### config.mk
export PLATFORM = sky130hd
export DESIGN_NAME = pae_walker
export DESIGN_NICKNAME = d
export VERILOG_FILES = /design/src/rtl/pae_walker.sv
export SDC_FILE = /design/constraint.sdc
export NUM_CORES = 1
export LEC_CHECK = 0
export ABC_AREA = 1
export BUFFER_PORTS_ARGS = -buffer_cell sky130_fd_sc_hd__buf_2
export CAP_MARGIN = 20
export CORE_MARGIN = 3
export CORE_UTILIZATION = 45
export DETAILED_ROUTE_END_ITERATION = 7
export PLACE_DENSITY = 0.76
export SLEW_MARGIN = 20
export SYNTH_ARGS = -nofsm -noshare
export SYNTH_HDL_FRONTEND = slang
export SYNTH_SLANG_ARGS = --single-unit
### constraint.sdc
create_clock -name clk -period 1.6 [get_ports clk]
set_input_delay 0.32 -clock clk [delete_from_list [all_inputs] [get_ports clk]]
set_output_delay 0.32 -clock clk [all_outputs]
set_load 0.01 [all_outputs]
### src/rtl/pae_walker.sv
module pae_walker #(
  parameter int PA_W = 36
) (
  input  logic            clk,
  input  logic            rst_n,
  input  logic            req_valid,
  output logic            req_ready,
  input  logic [31:0]     req_vaddr,
  input  logic [31:0]     root_base,
  input  logic            paging_en,
  output logic            mem_req_valid,
  input  logic            mem_req_ready,
  output logic [PA_W-1:0] mem_req_addr,
  input  logic            mem_rsp_valid,
  input  logic [63:0]     mem_rsp_data,
  output logic            done_valid,
  output logic            done_fault,
  output logic [1:0]      done_level,
  output logic [PA_W-1:0] done_paddr
);
  localparam int FR_W = PA_W - 12;

  typedef enum logic [1:0] {S_IDLE, S_REQ, S_WAIT} st_t;

  st_t             st;
  logic [1:0]      lvl;
  logic [31:0]     va_q;
  logic [26:0]     root_q;
  logic [FR_W-1:0] base_q;
  logic [8:0]      idx;
  logic            accept;

  initial begin
    AST_PA_RANGE: assert (PA_W >= 32 && PA_W <= 52);
  end

  assign req_ready     = (st == S_IDLE);
  assign accept        = req_valid && req_ready;
  assign mem_req_valid = (st == S_REQ);
  assign idx           = (lvl == 2'd1) ? va_q[29:21] : va_q[20:12];
  assign mem_req_addr  = (lvl == 2'd0) ? PA_W'({root_q, va_q[31:30], 3'b000})
                                       : {base_q, idx, 3'b000};

  always_ff @(posedge clk or negedge rst_n) begin
    if (!rst_n) begin
      st         <= S_IDLE;
      lvl        <= 2'd0;
      va_q       <= '0;
      root_q     <= '0;
      base_q     <= '0;
      done_valid <= 1'b0;
      done_fault <= 1'b0;
      done_level <= 2'd0;
      done_paddr <= '0;
    end else begin
      done_valid <= 1'b0;
      case (st)
        S_IDLE: if (accept) begin
          va_q   <= req_vaddr;
          root_q <= root_base[31:5];
          lvl    <= 2'd0;
          if (paging_en) begin
            st <= S_REQ;
          end else begin
            done_valid <= 1'b1;
            done_fault <= 1'b0;
            done_level <= 2'd0;
            done_paddr <= PA_W'(req_vaddr);
          end
        end
        S_REQ: if (mem_req_ready) st <= S_WAIT;
        S_WAIT: if (mem_rsp_valid) begin
          if (!mem_rsp_data[0]) begin
            st         <= S_IDLE;
            done_valid <= 1'b1;
            done_fault <= 1'b1;
            done_level <= lvl;
            done_paddr <= '0;
          end else if (lvl == 2'd2) begin
            st         <= S_IDLE;
            done_valid <= 1'b1;
            done_fault <= 1'b0;
            done_level <= 2'd0;
            done_paddr <= {mem_rsp_data[PA_W-1:12], va_q[11:0]};
          end else begin
            base_q <= mem_rsp_data[PA_W-1:12];
            lvl    <= lvl + 2'd1;
            st     <= S_REQ;
          end
        end
        default: st <= S_IDLE;
      endcase
    end
  end

  AST_ADDR_ALIGNED: assert property (@(posedge clk) disable iff (!rst_n)
    mem_req_valid |-> mem_req_addr[2:0] == 3'b000);
  AST_REQ_HOLD: assert property (@(posedge clk) disable iff (!rst_n)
    mem_req_valid && !mem_req_ready |=> mem_req_valid && $stable(mem_req_addr));
  AST_BUSY_NOT_READY: assert property (@(posedge clk) disable iff (!rst_n)
    mem_req_valid |-> !req_ready);
  AST_DONE_IDLE: assert property (@(posedge clk) disable iff (!rst_n)
    done_valid |-> req_ready);
  AST_FAULT_FIELDS: assert property (@(posedge clk) disable iff (!rst_n)
    done_valid && done_fault |-> done_level != 2'd3 && done_paddr == '0);
  AST_NO_READ_AFTER_DONE: assert property (@(posedge clk) disable iff (!rst_n)
    done_valid && !req_valid |=> !mem_req_valid);
endmodule

=== After elaboration in Yosys (flattened, before gate mapping) ===
Cells that the tools add are included.

* Shift operators: 0
* $mul: 0
* Bitwise logic cells: 1
* Multiplexer cells: 38
* Add/sub/neg operators: 1
* $lt $le $gt $ge: 0
* Reduce and logical (&&, ||, !) cells: 9
* Equal/unequal tests: 12
* Div/mod/pow operators: 0

{| class="wikitable"
|+ Operator list
! cell !! count
|-
| 36-bit 2-to-1 mux || 6
|-
| 36-bit case mux with 2 select lines || 1
|-
| 2-bit 2-to-1 mux || 13
|-
| 1-bit 2-to-1 mux || 12
|-
| 5-bit AND reduction || 2
|-
| 9-bit 2-to-1 mux || 1
|-
| 2-bit inequality test (second input constant) || 4
|-
| 2-bit case mux with 2 select lines || 2
|-
| 4-bit AND reduction || 2
|-
| 2-bit by 1-bit inequality test with 1-bit output (second input constant) || 3
|-
| 2-bit case mux with 3 select lines || 1
|-
| 2-bit by 1-bit == test with 1-bit output (second input constant) || 2
|-
| 2-bit == test (second input constant) || 2
|-
| 2-bit logical NOT || 2
|-
| 1-bit case mux with 2 select lines || 2
|-
| 3-bit inequality test (second input constant) || 1
|-
| 2-bit by 1-bit adder with 2-bit output (second input constant) || 1
|-
| 2-bit AND reduction || 1
|-
| 2-bit nonzero test || 1
|-
| 1-bit logical AND || 1
|-
| 1-bit inverter || 1
|}

* Memory bits (read-only): 0
* Logic and storage cells: 70
* Bits in latches: 0
* Output and inout port bits: 78
* Register bits: 127
* Bits in writable memories: 0
* Memories: 0
* Input port bits: 134

=== Depth between registers and ports, before layout ===
Gate-level depths: netlist (run 1).

* Word-level depth: 5
* Gate-level depth with buffers: 9
* Mapped depth without buffers: 9

=== Least setup slack after synthesis (run 1) ===
OpenSTA, ideal clock, no wires.

* Path kind: flip-flop to output port
* Start: register lvl[1]
* End: output port mem_req_addr[10]
* Path slack: -0.085 ns
* Buffers on the path: 2
* Data arrival time: 1.365 ns
* Stages on the path, launching flop included: 7
* Cells stage by stage: dfrtp_1 > inv_1 > ha_1 > buf_2 > clkbuf_1 > o21ai_0 > o21ai_0

* Longest elaborated chain between the ends: 3

{| class="wikitable"
|+ Ends and longest elaborated chain
! element !! line !! source
|-
| start, declared || 26 || <nowiki>logic [1:0] lvl;</nowiki>
|-
| start signal, assigned || 87 || <nowiki>lvl <= lvl + 2'd1;</nowiki>
|-
| 2-bit by 1-bit == test with 1-bit output || 40 || <nowiki>assign idx = (lvl == 2'd1) ? va_q[29:21] : va_q[20:12];</nowiki>
|-
| 9-bit 2-to-1 mux || 40 ||
|-
| 36-bit 2-to-1 mux * || 41 || <nowiki>assign mem_req_addr = (lvl == 2'd0) ? PA_W'({root_q, va_q[31:30], 3'b000})</nowiki>
|-
| end, declared || 13 || <nowiki>output logic [PA_W-1:0] mem_req_addr,</nowiki>
|}

Every way passes the cells marked *; elsewhere a longest branch is shown, timed or not.

=== Worst setup path in the final report (run 1) ===
* Start: register lvl[1]
* End: output port mem_req_addr[13]

* Longest elaborated chain between the ends: 2

{| class="wikitable"
|+ Ends and longest elaborated chain
! element !! line
|-
| 2-bit logical NOT || 41
|-
| 36-bit 2-to-1 mux || 41
|}

Every way passes these cells.

==> reports/metrics.cfg, run 1 <==
[cts]
numClockSinks = 127
cts_tree = yes
cts_buffers = 17
cts-root-buf = clkbuf_16
clkTransAtPathRegs_ps = 60
htree_levels = 4
clock_latency_ps = 420
clockBufferDepth = 2

[die]
die_x_um = 122.3
die-area_sq_um = 14950
boundaryPins = 212
rows = 41
start_util_pct = 47.05
core_area_sq_um = 12930
die_y_um = 122.3

[detailed_routing]
wl_met2_mm = 9.408
top_layer_used = met5
viasPerCell = 5.203
detail_route.iter0.violations = 464
postRouteAntennaNets = 0
m1WireLength_mm = 8.169
wl_per_cell_um = 16.95
firstDrtPassIters = 6
drc_errors = 0
drt_wl_total_mm = 19.63
met3_length_mm = 1.583
vias = 6025

[synth]
yosysTopAreaCellShare_pct = 52.25
yosys-top-cells-area = dfrtp_1 52%, nand2_1 20%, nand3_1 7.5%, o21ai_0 6.1%, inv_1 2.7%
netlist_area_sq_um = 6082
yosys_register_bits = 127
netlist-cell-type-count = 22
yosysWarnings = 0
syn_area_per_cell_sq_um = 7.709
syn_inst = 789
ys_seq_area_share_pct = 52.25
synth_top_area_cell = dfrtp_1

[global_routing]
grt_antenna_before_repair = 2
grt_usage_pct = 25.59
grt_max_degree = 44
grt_pass1_wl_mm = 29.09
grt_pass1_vias = 5577
overflow = 0

[critical_path]
cp_slowest_cell = dfrtp_1
crit_type = reg2out
required_ps = 1280
worst_r2r_path_depth = 9
cpPeakStageDelay_ps = 390
arrival_ps = 1700
cp.depth = 7
cp.buffers_inverters = 4
cp-end-kind = primary output
crit_chain = inv_2 > buf_6 > ha_4 > buf_12 > nand2_1 > o21ai_1 > buf_2
cp_max_fo = 28
worstSetupStartpointType = register
path_delay_family = buffers and inverters

[layout]
ff_latch_area_sq_um = 3182
nNetsFinal = 1109
final_area_sq_um = 8494
syn2layout_area_growth_pct = 39.66
nFillCells = 1083
layout-drive-gt1-share_pct = 30.15
multiInputGateArea_sq_um = 2616

[timing]
finalCriticalPeriod_ps = 2018
final-setup-viol-count = 51
hold_viol = 0
rsz0062_at_grt = yes
clock.fmax_mhz = 495.6
worst_clock_skew_ps = 11.37
setup_slack_ps = -417.7
fin_crit_sh_pct = 126.1
final_max_slew_viol_count = 0

[power]
p_per_area_nw_per_um2 = 1945
p_clk_share_pct = 24.7
finalPower_mw = 16.52
p_leak_nw = 4.617
p_seq_share_pct = 32.7
ir_worst_vdd_uv = 1124
combPwrFrac_pct = 42.6
p_int_mw = 10.36
p_switching_mw = 6.164
p_sw_share_pct = 37.31

[run_status]
violations = setup timing
status = finished, violations left

[placed_design]
portBuffers = 164
hpwlAfterDp_mm = 12.00
gp_congestion = 0.8582
dpl_cell_area_sq_um = 7192

[run]
max_cap_violations = 0

[worst_hold_path]
hold_depth = 3
hold_path.class = in2reg

-- state kept, by name (all words and copies together) (netlist names) --
| name | cells |
|---|---|
| base_q | 24 |
| done_fault | 1 |
| done_level | 2 |
| done_paddr | 36 |
| done_valid | 1 |
| lvl | 2 |
| root_q | 27 |
| st | 2 |
| va_q | 32 |
-- power by group through the flow --
stage / Clock, mW / Combinational (mW) / Sequential, mW
after floorplan: 0 / 3.36 / 5.44
after global placement: 0 / 5.64 / 5.33
after detailed placement: 0 / 5.75 / 5.37
after CTS: 4.10 / 6.59 / 5.36
after global routing: 4.27 / 7.73 / 5.54
final: 4.08 / 7.04 / 5.40
-- cells in the mapped netlist --
cell and count:
a21oi_1 10, buf_1 5, buf_2 17, buf_4 10, buf_6 4, clkbuf_1 23
conb_1 1, dfrtp_1 127, ha_1 3, inv_1 43, inv_2 2, nand2_1 328
nand2_2 1, nand2_4 1, nand3_1 91, nand3_2 1, nor2_1 26, nor2_8 1
nor3_4 1, o21ai_0 74, o21ai_1 16, o21ai_2 4
-- cells by family after synthesis --
logic type,after synthesis,synth area share (%)
flops,127,52.25
compound gates,104,8.805
other cells,1,0.06166
simple gates,450,30.38
fa+ha+maj,3,0.6172
buf+inv,104,7.879
-- layout by cell type (no fill, tap or decap), types with 3 or more instances in the layout --
cell / n
a21oi_1: 10
buf_12: 15
buf_16: 3
buf_2: 158
buf_4: 26
buf_6: 10
bufinv_16: 4
clkbuf_16: 21
clkinv_2: 5
conb_1: 3
dfrtp_1: 124
dfrtp_2: 3
inv_1: 40
inv_2: 5
nand2_1: 319
nand2_2: 5
nand2_4: 6
nand3_1: 90
nor2_1: 21
nor2_4: 3
o21ai_0: 36
o21ai_1: 41
o21ai_2: 14
o21ai_4: 3
-- routing by layer --
metal  track usage [%]  vias up
met4             8.747        2
met1             35.88     2815
li1                  -     2884
met3             5.945       42
met2             39.33      282
met5                 0        -
-- path summary, 6_finish.rpt --
| check | from | to | slack (ps) |
|---|---|---|---|
| setup / recovery | lvl[1] | mem_req_addr[13] | -420 |
| hold / removal | root_base[27] | root_q[22] | 130 |
| setup reg to reg | lvl[1] | base_q[22] | -50 |
| hold reg to reg | va_q[30] | va_q[30] | 470 |
| max in group asynchronous | rst_n | done_paddr[22] | 670 |
| min in group asynchronous | rst_n | done_paddr[9] | 370 |
-- metrics by stage --
step | std cells | worst slack [ps] | setup TNS [ps] | hold WS (ps) | utilization, %
6_report | 1158 | -417.7 | -12630 | 125.0 | 65.71
5_1_grt | 1158 | -491.2 | -16570 | 133.5 | 65.71
4_1_cts | 1145 | -414.2 | -12370 | 116.6 | 63.20
3_5_place_dp | 1097 | -74.26 | -195.1 | 244.3 | 55.63
3_3_place_gp | 1097 | -93.69 | -117.8 | 241.4 | 55.63
2_1_floorplan | 791 | -28.80 | -573.9 | 24.41 | -
-- area by class of cell --
type                    instances  area share (%)
well taps                     172           2.534
clock inverters                11           1.915
diodes                          1         0.02946
inverters                      45           1.989
repair buffers                221           19.86
flip-flops and latches        127           37.46
multi-input cells             560           30.80
clock buffers                  21           5.421
-- worst min-delay path: cells and delay by family --
family / cells / cell delay, ps
buf+inv: 1 / 70
simple gates: 2 / 120
-- repair_timing --
item / in CTS / in global routing
hold endpoints to repair: 33 / 0
cloned: 5 / 6
pin swaps: 11 / 9
hold buffers: 1 / 0
setup buffers: 11 / 7
setup endpoints to repair: 51 / 101
gates resized for setup: 54 / 43
Note: power is estimated with default switching activity, not from simulation.
==> inputs of run 2 (changes only) <==
--- a/config.mk
+++ b/config.mk
@@ -9,9 +9,10 @@
 export BUFFER_PORTS_ARGS = -buffer_cell sky130_fd_sc_hd__buf_2
 export CAP_MARGIN = 20
 export CORE_MARGIN = 3
-export CORE_UTILIZATION = 45
+export CORE_UTILIZATION = 50
 export DETAILED_ROUTE_END_ITERATION = 7
-export PLACE_DENSITY = 0.76
+export PLACE_DENSITY = 0.8
+export SETUP_SLACK_MARGIN = 0.1
 export SLEW_MARGIN = 20
 export SYNTH_ARGS = -nofsm -noshare
 export SYNTH_HDL_FRONTEND = slang
==> constraint.sdc (replaced) <==
create_clock -name clk -period 2.2 [get_ports clk]
set_input_delay 0.44 -clock clk [delete_from_list [all_inputs] [get_ports clk]]
set_output_delay 0.44 -clock clk [all_outputs]
set_load 0.01 [all_outputs]
==> run 2 against run 1 <==
Critical path depth shrank 2. Sequential share of layout area grew 3.5 points. Clock power shrank 28%. The run ends with hold timing left. Power shrank 33%. Largest cell class unchanged. Non-clock buffer count shrank 33. Highest routed layer is now met4. Via count shrank 4.9%. Critical path type unchanged. Register-to-register slack gained 540 ps. First-iteration DRC count shrank 9.7%. Combinational power shrank 40%.
==> reports/metrics.cfg, run 2 (synthesis gave the netlist of run 1 again) <==
[power]
ir_worst_vdd_uv = 706.3  ; -37%
p_leak_nw = 4.290  ; -7.1%
p_per_area_nw_per_um2 = 1427  ; -27%

[critical_path]
worst_r2r_path_depth = 5  ; -4
reg2reg_to = va_q[21]
cp_max_fo = 14  ; -50%
cp-end-kind = primary output
regToRegSetupSlack_ps = 490  ; +540 ps
cp_slowest_cell = dfrtp_2
worstSetupStartpointType = register
crit_chain = inv_2 > ha_4 > clkbuf_16 > o21ai_0 > buf_2
crit_type = reg2out
cpPeakStageDelay_ps = 410  ; +20 ps
required_ps = 1760  ; +480 ps
regToRegStartpoint = st[1]
crit_end = mem_req_addr[23]
crit_start = lvl[0]
arrival_ps = 1690  ; about the same

[cts]
cts_tree = yes
clock_latency_ps = 420  ; about the same
numClockSinks = 127  ; unchanged
clkTransAtPathRegs_ps = 60  ; about the same
htree_levels = 4  ; unchanged
cts-root-buf = clkbuf_16
clockBufferDepth = 2  ; unchanged
hold_buffers = 0  ; -1
cts_buffers = 17  ; unchanged

[global_routing]
grt_pass1_wl_mm = 26.94  ; -7.4%
grt_pass1_vias = 5151  ; -7.6%
grt_antenna_before_repair = 0  ; -2
grt_max_degree = 69  ; +57%
grt_usage_pct = 26.25  ; +0.65 points
overflow = 0  ; unchanged

[layout]
largest_reg_flops = 36  ; unchanged
syn2layout_area_growth_pct = 27.75
final_common_cell = nand2_1
layout-drive-gt1-share_pct = 25.53  ; -4.6 points
final_cell_mix = 327 x nand2_1, 163 x buf_2, 126 x dfrtp_1, 91 x nand3_1, 44 x o21ai_0
reg_top3 = done_paddr: 36 flops, va_q: 32 flops, root_q: 27 flops
nNetsFinal = 1076  ; -3.0%
largest_register = done_paddr

[placed_design]
portBuffers = 164  ; unchanged
dp_slack_ps = 321.1  ; +395.4 ps
gp_congestion = 0.8495  ; -1.0%
hpwlAfterDp_mm = 11.78  ; -1.9%

[die]
boundaryPins = 212  ; unchanged
die_y_um = 116.3  ; -4.9%
core_area_sq_um = 11660  ; -9.8%
die_x_um = 116.3  ; -4.9%
die-area_sq_um = 13520  ; -9.5%
start_util_pct = 52.15  ; +5.1 points
rows = 39  ; -4.9%

[timing]
hold_viol = 3  ; +3
final_max_slew_viol_count = 0  ; unchanged
tightest_slew_ps = 518.1
setup_slack_ps = 65.89  ; +483.6 ps
setup_tns_ps = 0  ; +12630 ps
rsz0062_at_grt = yes
max_slew_margin_pct = 65.46
clock.fmax_mhz = 468.6
final-setup-viol-count = 0  ; -100%
finalCriticalPeriod_ps = 2134
fin_crit_sh_pct = 97.01
whs_ps = -3.075  ; -128.1 ps
worst_clock_skew_ps = 5.241  ; -6.127 ps

[detailed_routing]
wl_per_cell_um = 15.81  ; -6.7%
drc_errors = 0  ; unchanged
detail_route.iter0.violations = 419  ; -9.7%
viasPerCell = 5.217  ; +0.27%
firstDrtPassIters = 5  ; -1
drt_wl_total_mm = 17.36  ; -12%
vias = 5728  ; -4.9%
postRouteAntennaNets = 0  ; unchanged

[worst_hold_path]
hold_path.class = in2async

[run_status]
violations = hold timing
status = finished, violations left

[run]
max_cap_violations = 0  ; unchanged

## run 2: cell count changes in the layout (fill, tap and decap cells not counted), moves of 5 or more
| cell | change |
|---|---|
| nor2_1 | +5 |
| buf_12 | -9 |
| o21ai_0 | +8 |
| nand2_1 | +8 |
| buf_4 | -11 |
| nand2_4 | -5 |
| buf_6 | -9 |
| buf_2 | +5 |
## run 2: per-layer routing
| metal | vias to the layer above | GRT usage (%) | share of wire [%] |
|---|---|---|---|
| li1 | 2801 | - | - |
| met1 | 2633 | 36.86 | 43 |
| met2 | 264 | 40.20 | 47 |
| met3 | 30 | 6.269 | 8.0 |
| met4 | 0 | 8.971 | 2.0 |
| met5 | - | 0 | 0 |
## run 2: area by class of cell
type                    count  area [sq um]
diodes                      3         7.507
clock buffers              18         429.2
clock inverters            14         192.7
fillers                   973          3892
inverters                  45         168.9
multi-input cells         560          2486
flip-flops and latches    127          3179
well taps                 143         178.9
repair buffers            188          1127
## run 2: metrics by stage
stage	cells	util, %	instance area, sq um	total power [mW]
after floorplan	791	-	6090	6.376
after global placement	1057	59.97	6994	7.757
after detailed placement	1057	59.97	6994	7.886
after CTS	1093	66.00	7697	11.01
after global routing	1095	66.56	7762	11.87
final	1098	66.62	7770	11.08
## run 2: what timing repair did
item,4_1_cts,5_1_grt
pin swaps,1,3
setup endpoints to repair,30,29
gates resized for setup,34,15
setup buffers,2,1
gates cloned,2,1
## run 2: power breakdown
group	internal (mW)	switching (mW)
combinational	1.62	2.60
clock	1.89	1.05
sequential	3.39	0.529
total	6.90	4.18
## run 2: how the worst min path moves through the flow
stage | from | to | slack [ps] | cells after the start
after floorplan | rst_n | base_q[0] | 140 | 0
after CTS | rst_n | done_paddr[16] | 10 | 1
after global routing | rst_n | done_paddr[18] | 20 | 1
final | rst_n | done_paddr[18] | -3 | 1
after detailed placement | rst_n | done_paddr[18] | 450 | 1
after global placement | rst_n | done_paddr[18] | 450 | 1
## run 2: critical path, delay by kind of cell (launching register included)
family,cells,cell delay [ps]
adder cells (fa/ha/maj),1,210
AO/OA/AOI/OAI,1,210
buffers and inverters,3,440
flip-flops,1,410
